==> src/rtl/bnoise_pkg.sv <==
package bnoise_pkg;
   localparam int          LFSR_W     = 32;
   localparam logic [31:0] LFSR_TAPS  = 32'h8020_0003;  // bits 31,21,1,0
   localparam logic [31:0] SEED_MULT  = 32'h9E37_79B9;

   // per-channel seed: distinct odd-multiple mix, never all-zero
   function automatic logic [LFSR_W-1:0] chan_seed(input logic [LFSR_W-1:0] base,
                                                  input int unsigned idx);
      logic [LFSR_W-1:0] mixed;
      mixed = base ^ (SEED_MULT * 32'(idx + 1));
      return (mixed == '0) ? LFSR_W'(1) : mixed;
   endfunction
endpackage

==> src/rtl/bnoise_lfsr.sv <==
module bnoise_lfsr
   import bnoise_pkg::*;
#(
   parameter int          CH_IDX       = 0,
   parameter int          STEPS        = 16,
   parameter logic [31:0] DEFAULT_SEED = 32'h5EED_1234
) (
   input  logic              clk,
   input  logic              rst,
   input  logic              load,
   input  logic              adv,
   input  logic [LFSR_W-1:0] base_seed,
   output logic [LFSR_W-1:0] state_o
);
   logic [LFSR_W-1:0] st_q;
   logic [LFSR_W-1:0] st_nxt;

   always_comb begin
      st_nxt = st_q;
      for (int k = 0; k < STEPS; k++)
         st_nxt = {st_nxt[LFSR_W-2:0], ^(st_nxt & LFSR_TAPS)};
   end

   always_ff @(posedge clk) begin
      if (rst)       st_q <= chan_seed(DEFAULT_SEED, CH_IDX);
      else if (load) st_q <= chan_seed(base_seed, CH_IDX);
      else if (adv)  st_q <= st_nxt;
   end

   assign state_o = st_q;
endmodule

==> src/rtl/bnoise_scale.sv <==
module bnoise_scale #(
   parameter int BITS   = 16,
   parameter int TEMP_W = 4,
   parameter int SHIFT  = 1,
   parameter int OUT_W  = 8
) (
   input  logic [BITS-1:0]          bits_i,
   input  logic [TEMP_W-1:0]        temp_i,
   output logic signed [OUT_W-1:0]  val_o
);
   localparam int CNT_W  = $clog2(BITS + 1);
   localparam int CEN_W  = CNT_W + 1;
   localparam int PROD_W = CEN_W + TEMP_W + 1;
   localparam logic signed [CEN_W-1:0] HALF_S = CEN_W'(BITS / 2);

   logic [CNT_W-1:0]         cnt;
   logic signed [CEN_W-1:0]  cen;
   logic signed [PROD_W-1:0] prod;

   always_comb begin
      cnt = '0;
      for (int i = 0; i < BITS; i++)
         cnt = cnt + CNT_W'(bits_i[i]);
   end

   assign cen  = $signed({1'b0, cnt}) - HALF_S;
   assign prod = cen * $signed({1'b0, temp_i});

   generate
      if (SHIFT == 0) begin : g_noshift
         assign val_o = OUT_W'(prod);
      end else begin : g_shift
         logic signed [PROD_W-1:0] shifted;
         assign shifted = prod >>> SHIFT;
         assign val_o   = OUT_W'(shifted);
      end
   endgenerate
endmodule

==> src/rtl/bnoise_gen.sv <==
module bnoise_gen
   import bnoise_pkg::*;
#(
   parameter int          NUM_CH       = 32,
   parameter int          BITS_PER_CH  = 16,
   parameter int          TEMP_W       = 4,
   parameter int          SHIFT        = 1,
   parameter int          OUT_W        = 8,
   parameter logic [31:0] DEFAULT_SEED = 32'h5EED_1234
) (
   input  logic                    clk,
   input  logic                    rst,
   input  logic                    en_i,
   input  logic                    seed_load_i,
   input  logic [LFSR_W-1:0]       seed_i,
   input  logic [TEMP_W-1:0]       temp_i,
   output logic [NUM_CH*OUT_W-1:0] noise_o
);
   localparam int MAX_MAG = ((BITS_PER_CH / 2) * ((1 << TEMP_W) - 1)) >>> SHIFT;

   generate
      if (NUM_CH < 1) begin : g_bad_ch
         $error("bnoise_gen: NUM_CH must be at least 1");
      end
      if (BITS_PER_CH < 2 || (BITS_PER_CH % 2) != 0 || BITS_PER_CH > LFSR_W) begin : g_bad_bits
         $error("bnoise_gen: BITS_PER_CH must be even, >= 2 and <= register width");
      end
      if ((1 << (OUT_W - 1)) <= MAX_MAG) begin : g_bad_out
         $error("bnoise_gen: OUT_W too narrow for the scaled range");
      end
   endgenerate

   logic                    adv;
   logic [NUM_CH*LFSR_W-1:0] lfsr_flat;

   assign adv = en_i & ~seed_load_i;

   generate
      for (genvar c = 0; c < NUM_CH; c++) begin : g_ch
         logic [LFSR_W-1:0]       st;
         logic signed [OUT_W-1:0] scaled;
         logic signed [OUT_W-1:0] noise_q;

         bnoise_lfsr #(
            .CH_IDX       (c),
            .STEPS        (BITS_PER_CH),
            .DEFAULT_SEED (DEFAULT_SEED)
         ) u_lfsr (
            .clk       (clk),
            .rst       (rst),
            .load      (seed_load_i),
            .adv       (adv),
            .base_seed (seed_i),
            .state_o   (st)
         );

         bnoise_scale #(
            .BITS   (BITS_PER_CH),
            .TEMP_W (TEMP_W),
            .SHIFT  (SHIFT),
            .OUT_W  (OUT_W)
         ) u_scale (
            .bits_i (st[BITS_PER_CH-1:0]),
            .temp_i (temp_i),
            .val_o  (scaled)
         );

         always_ff @(posedge clk) begin
            if (rst)      noise_q <= '0;
            else if (adv) noise_q <= scaled;
         end

         assign noise_o[c*OUT_W +: OUT_W]     = noise_q;
         assign lfsr_flat[c*LFSR_W +: LFSR_W] = st;
      end
   endgenerate
endmodule

==> config.mk <==
export PLATFORM = sky130hd
export DESIGN_NAME = bnoise_gen
export DESIGN_NICKNAME = d
export VERILOG_FILES = /design/src/rtl/bnoise_pkg.sv /design/src/rtl/bnoise_lfsr.sv /design/src/rtl/bnoise_scale.sv /design/src/rtl/bnoise_gen.sv
export SDC_FILE = /design/constraint.sdc
export NUM_CORES = 2
export LEC_CHECK = 0
export ABC_CLOCK_PERIOD_IN_PS = 6500
export BUFFER_PORTS_ARGS = -buffer_cell sky130_fd_sc_hd__buf_2
export CAP_MARGIN = 20
export CORE_MARGIN = 5
export CORE_UTILIZATION = 50
export DETAILED_ROUTE_END_ITERATION = 10
export PLACE_DENSITY = 0.75
export SLEW_MARGIN = 20
export SYNTH_ARGS = -nofsm -noshare
export SYNTH_HDL_FRONTEND = slang
export SYNTH_SLANG_ARGS = --single-unit
export TNS_END_PERCENT = 100
==> constraint.sdc <==
create_clock -name clk -period 6.5 [get_ports clk]
set_input_delay 0 -clock clk [delete_from_list [all_inputs] [get_ports clk]]
set_output_delay 0 -clock clk [all_outputs]
set_load 0.01 [all_outputs]
==> metrics <==
Yosys Warn Count=0; fill cell count=15500; Hold Worst Slack=about 110 ps; # rows=161; cell mode on critical path=fa_1; element type at the critical path start=register; post-synth top area cell=dfxtp_1; Chip Height=between 400 and 500 µm; Bufs on Longest Clock Path=3; Pins Over Slew Limit=0; final hold violation count=0; H-tree lvl count=4; Main synth FF type=dfxtp_1; CTS Buf Count=139; Synthesized Nets=12100; CP Class=reg2reg; R2R setup slack=-130 ps; Worst path max stage delay=600 ps; Die Wd=449 µm; hpwl dp=228000 µm; Core ar.=192000 µm²; Routed WL per cell=24.1 µm; Slew headroom=a little under a tenth; layout cells sized above 1=17.7%; Placement Cell Area=104000 µm²; Setup crit end kind=register; post-route ant nets=0; post-synthesis adder-cell area fraction=between 20 and 25%; fin worst setup slack=-125 ps; post-synthesis sequential area ratio=between 20% and 30%; xor and xnor fraction of the mapped netlist area=17.6%; leading post-synthesis cells by cell area=dfxtp_1 27%, fa_1 13%, xnor2_1 10%; CP Buf/Inv Count=5; total track usage=31.8%; post-synthesis mux area share=2.22%; Die Footprint=a little over 200000 µm²; main combinational cell family by area after synthesis=adder cells; Remaining DRCs=0; Root Driver=clkbuf_16; max_cap viols=0; Clock Pin Slew Worst Setup and Hold Paths=approximately 70 ps; clk_skew=33.1 ps; Post-synth EDFFs=0; Via density=between 5 and 6; Synth Cell Area=96200 µm²; largest net degree at the start of global routing=~200; Initial Util=between 50% and 60%; Seq cells post-synth=1280; pre-CTS setup slack=-343 ps; # IOs=between 200 and 300; Max Fclk=0.151 GHz; Slew @ Worst Pin=1360 ps; Synth async-reset ratio=0%; synth unique cells=59; number of I/O port buffers=295; critical path arrival=7360 ps; vias in the first global route=a little over 80000; Final TNS setup=-993 ps; worst-path cell chain=ha_4 -> fa_1 -> inv_2 -> fa_1 -> fa_1 -> fa_2 -> fa_2 -> fa_2 -> nor2b_1 -> o21ai_1 -> ha_1 -> buf_4 -> nor2b_1 -> ha_1 -> fa_1 -> inv_1 -> fa_1 -> inv_1 -> ha_1 -> buf_4 -> xnor2_1 -> nand2_1 -> a21oi_1; Initial DRC Count=8499; Worst-Skew Late Latency=between 800 and 900 ps; count of final setup violators=21; Avg Cell Area, Syn=8.96 µm²; initial antenna violation count=48; Initial DRT Pass Iterations=6; Yosys top cell area share=between 20% and 30%; fin crit share=102%; Crit path max-delay family=adder cells; CTS tree=done; Finished Cell Area=114000 µm²; Synth Instances=~11000; fin crit period=6630 ps; post-synthesis simple-gate area fraction=~10%; routed wire length=338000 µm; violated checks=negative setup slack; Clock Sinks=1280; vias=81100; total grt overflow=0; routability cong.=0.987; CP required=a little over 7000 ps; Area Overhead vs Synth=18.6%; first-pass GRT wire length=just under 500000 µm; nets=12700; Hold WC Path Type=in2reg; Compound-Gate Fraction of Synth Area=14.0%; CP max FO=3; RSZ-0062 raised after global routing=true; outcome=finished, violations left; Crit-path slowest cell=fa_1
-- synth_stat cells (all sizes together) (17+ instances only) --
| cell type | count |
|---|---|
| a21o | 239 |
| nor2b | 295 |
| nand2b | 37 |
| inv | 1239 |
| nor3 | 28 |
| a211oi | 167 |
| ha | 672 |
| clkbuf | 510 |
| nor2 | 552 |
| xnor3 | 128 |
| o21a | 62 |
| fa | 640 |
| dfxtp | 1280 |
| nor4 | 24 |
| a21oi | 1114 |
| xor2 | 421 |
| xnor2 | 1131 |
| mux2i | 211 |
| o221ai | 23 |
| nand3 | 23 |
| nand2 | 817 |
| o22ai | 17 |
| o211ai | 60 |
| nand4 | 19 |
| o21ai | 453 |
| and2 | 328 |
| buf | 60 |
| a221o | 104 |
-- path summary, 6_finish.rpt --
check / startpoint / to / cells past startpoint
setup / recovery: g_ch[0].u_lfsr.state_o[1] / g_ch[0].noise_q[6] / 23
setup reg to reg: g_ch[0].u_lfsr.state_o[1] / g_ch[0].noise_q[6] / 23
hold reg to reg: g_ch[7].noise_q[7] / g_ch[7].noise_q[7] / 2
hold / removal: seed_i[5] / g_ch[20].u_lfsr.state_o[0] / 5
-- through the flow --
stage	std cells	util, %
2_1_floorplan	10700	-
3_3_place_gp	13600	54.0
3_5_place_dp	13600	54.1
4_1_cts	13900	57.8
5_1_grt	14000	59.4
6_report	14000	59.4
-- state kept, by name (all words and copies together) (netlist names) --
| register | cells |
|---|---|
| g_ch.noise_q | 256 |
| g_ch.u_lfsr.state_o | 1024 |
-- kinds of logic after synthesis --
logic type / count (synthesis)
buffers and inverters: 1811
adders and majority gates: 1312
xor gates and xnor gates: 1693
muxes: 213
and+or+nand+nor: 2151
DFF: 1280
AOI/OAI and AO/OA: 2283
-- layout make-up --
type | instances | area [µm²] | share of cell area [%]
Antenna cell | 41 | 103 | 0.0899
Clock buffer | 188 | 4000 | 3.51
Clock inverter | 61 | 836 | 0.733
Inverter | 1241 | 4680 | 4.10
Multi-Input combinational cell | 7652 | 68200 | 59.8
Sequential cell | 1280 | 25700 | 22.6
Tap cell | 2526 | 3160 | 2.77
Timing Repair Buffer | 1013 | 7350 | 6.44
-- cells in the final DEF (no fill, tap or decap), types with 422 or more instances in the layout --
master,n
a21oi_1,986
buf_4,631
dfxtp_1,1219
fa_1,550
ha_1,477
inv_1,1114
nand2_1,791
nor2_1,545
o21ai_0,422
xnor2_1,1090
-- what timing repair did --
item / 4_1_cts / 5_1_grt
pin swaps: 317 / 527
buffers inserted: 35 / 52
hold buffers: 42 / 0
hold endpoints to repair: 370 / 0
resized for setup: 320 / 524
endpoints found under the setup margin: 89 / 112
-- tightest hold or removal path, stage by stage --
cell and delay (ps):
buf_2 240, nand2_1 170, nor2_1 80, nand4_1 130, o221ai_1 200
-- metal layers --
metal	global-route usage, %	vias to the layer above	wire length, µm
met5	0.284	-	236
li1	-	36100	-
met1	40.6	39500	130000
met2	48.4	4331	146000
met4	18.7	24	23400
met3	8.69	1140	38300
Power is left out: the tool's default activity adds up to more than one toggle a clock period on the data nets, which glitch-free logic cannot reach.
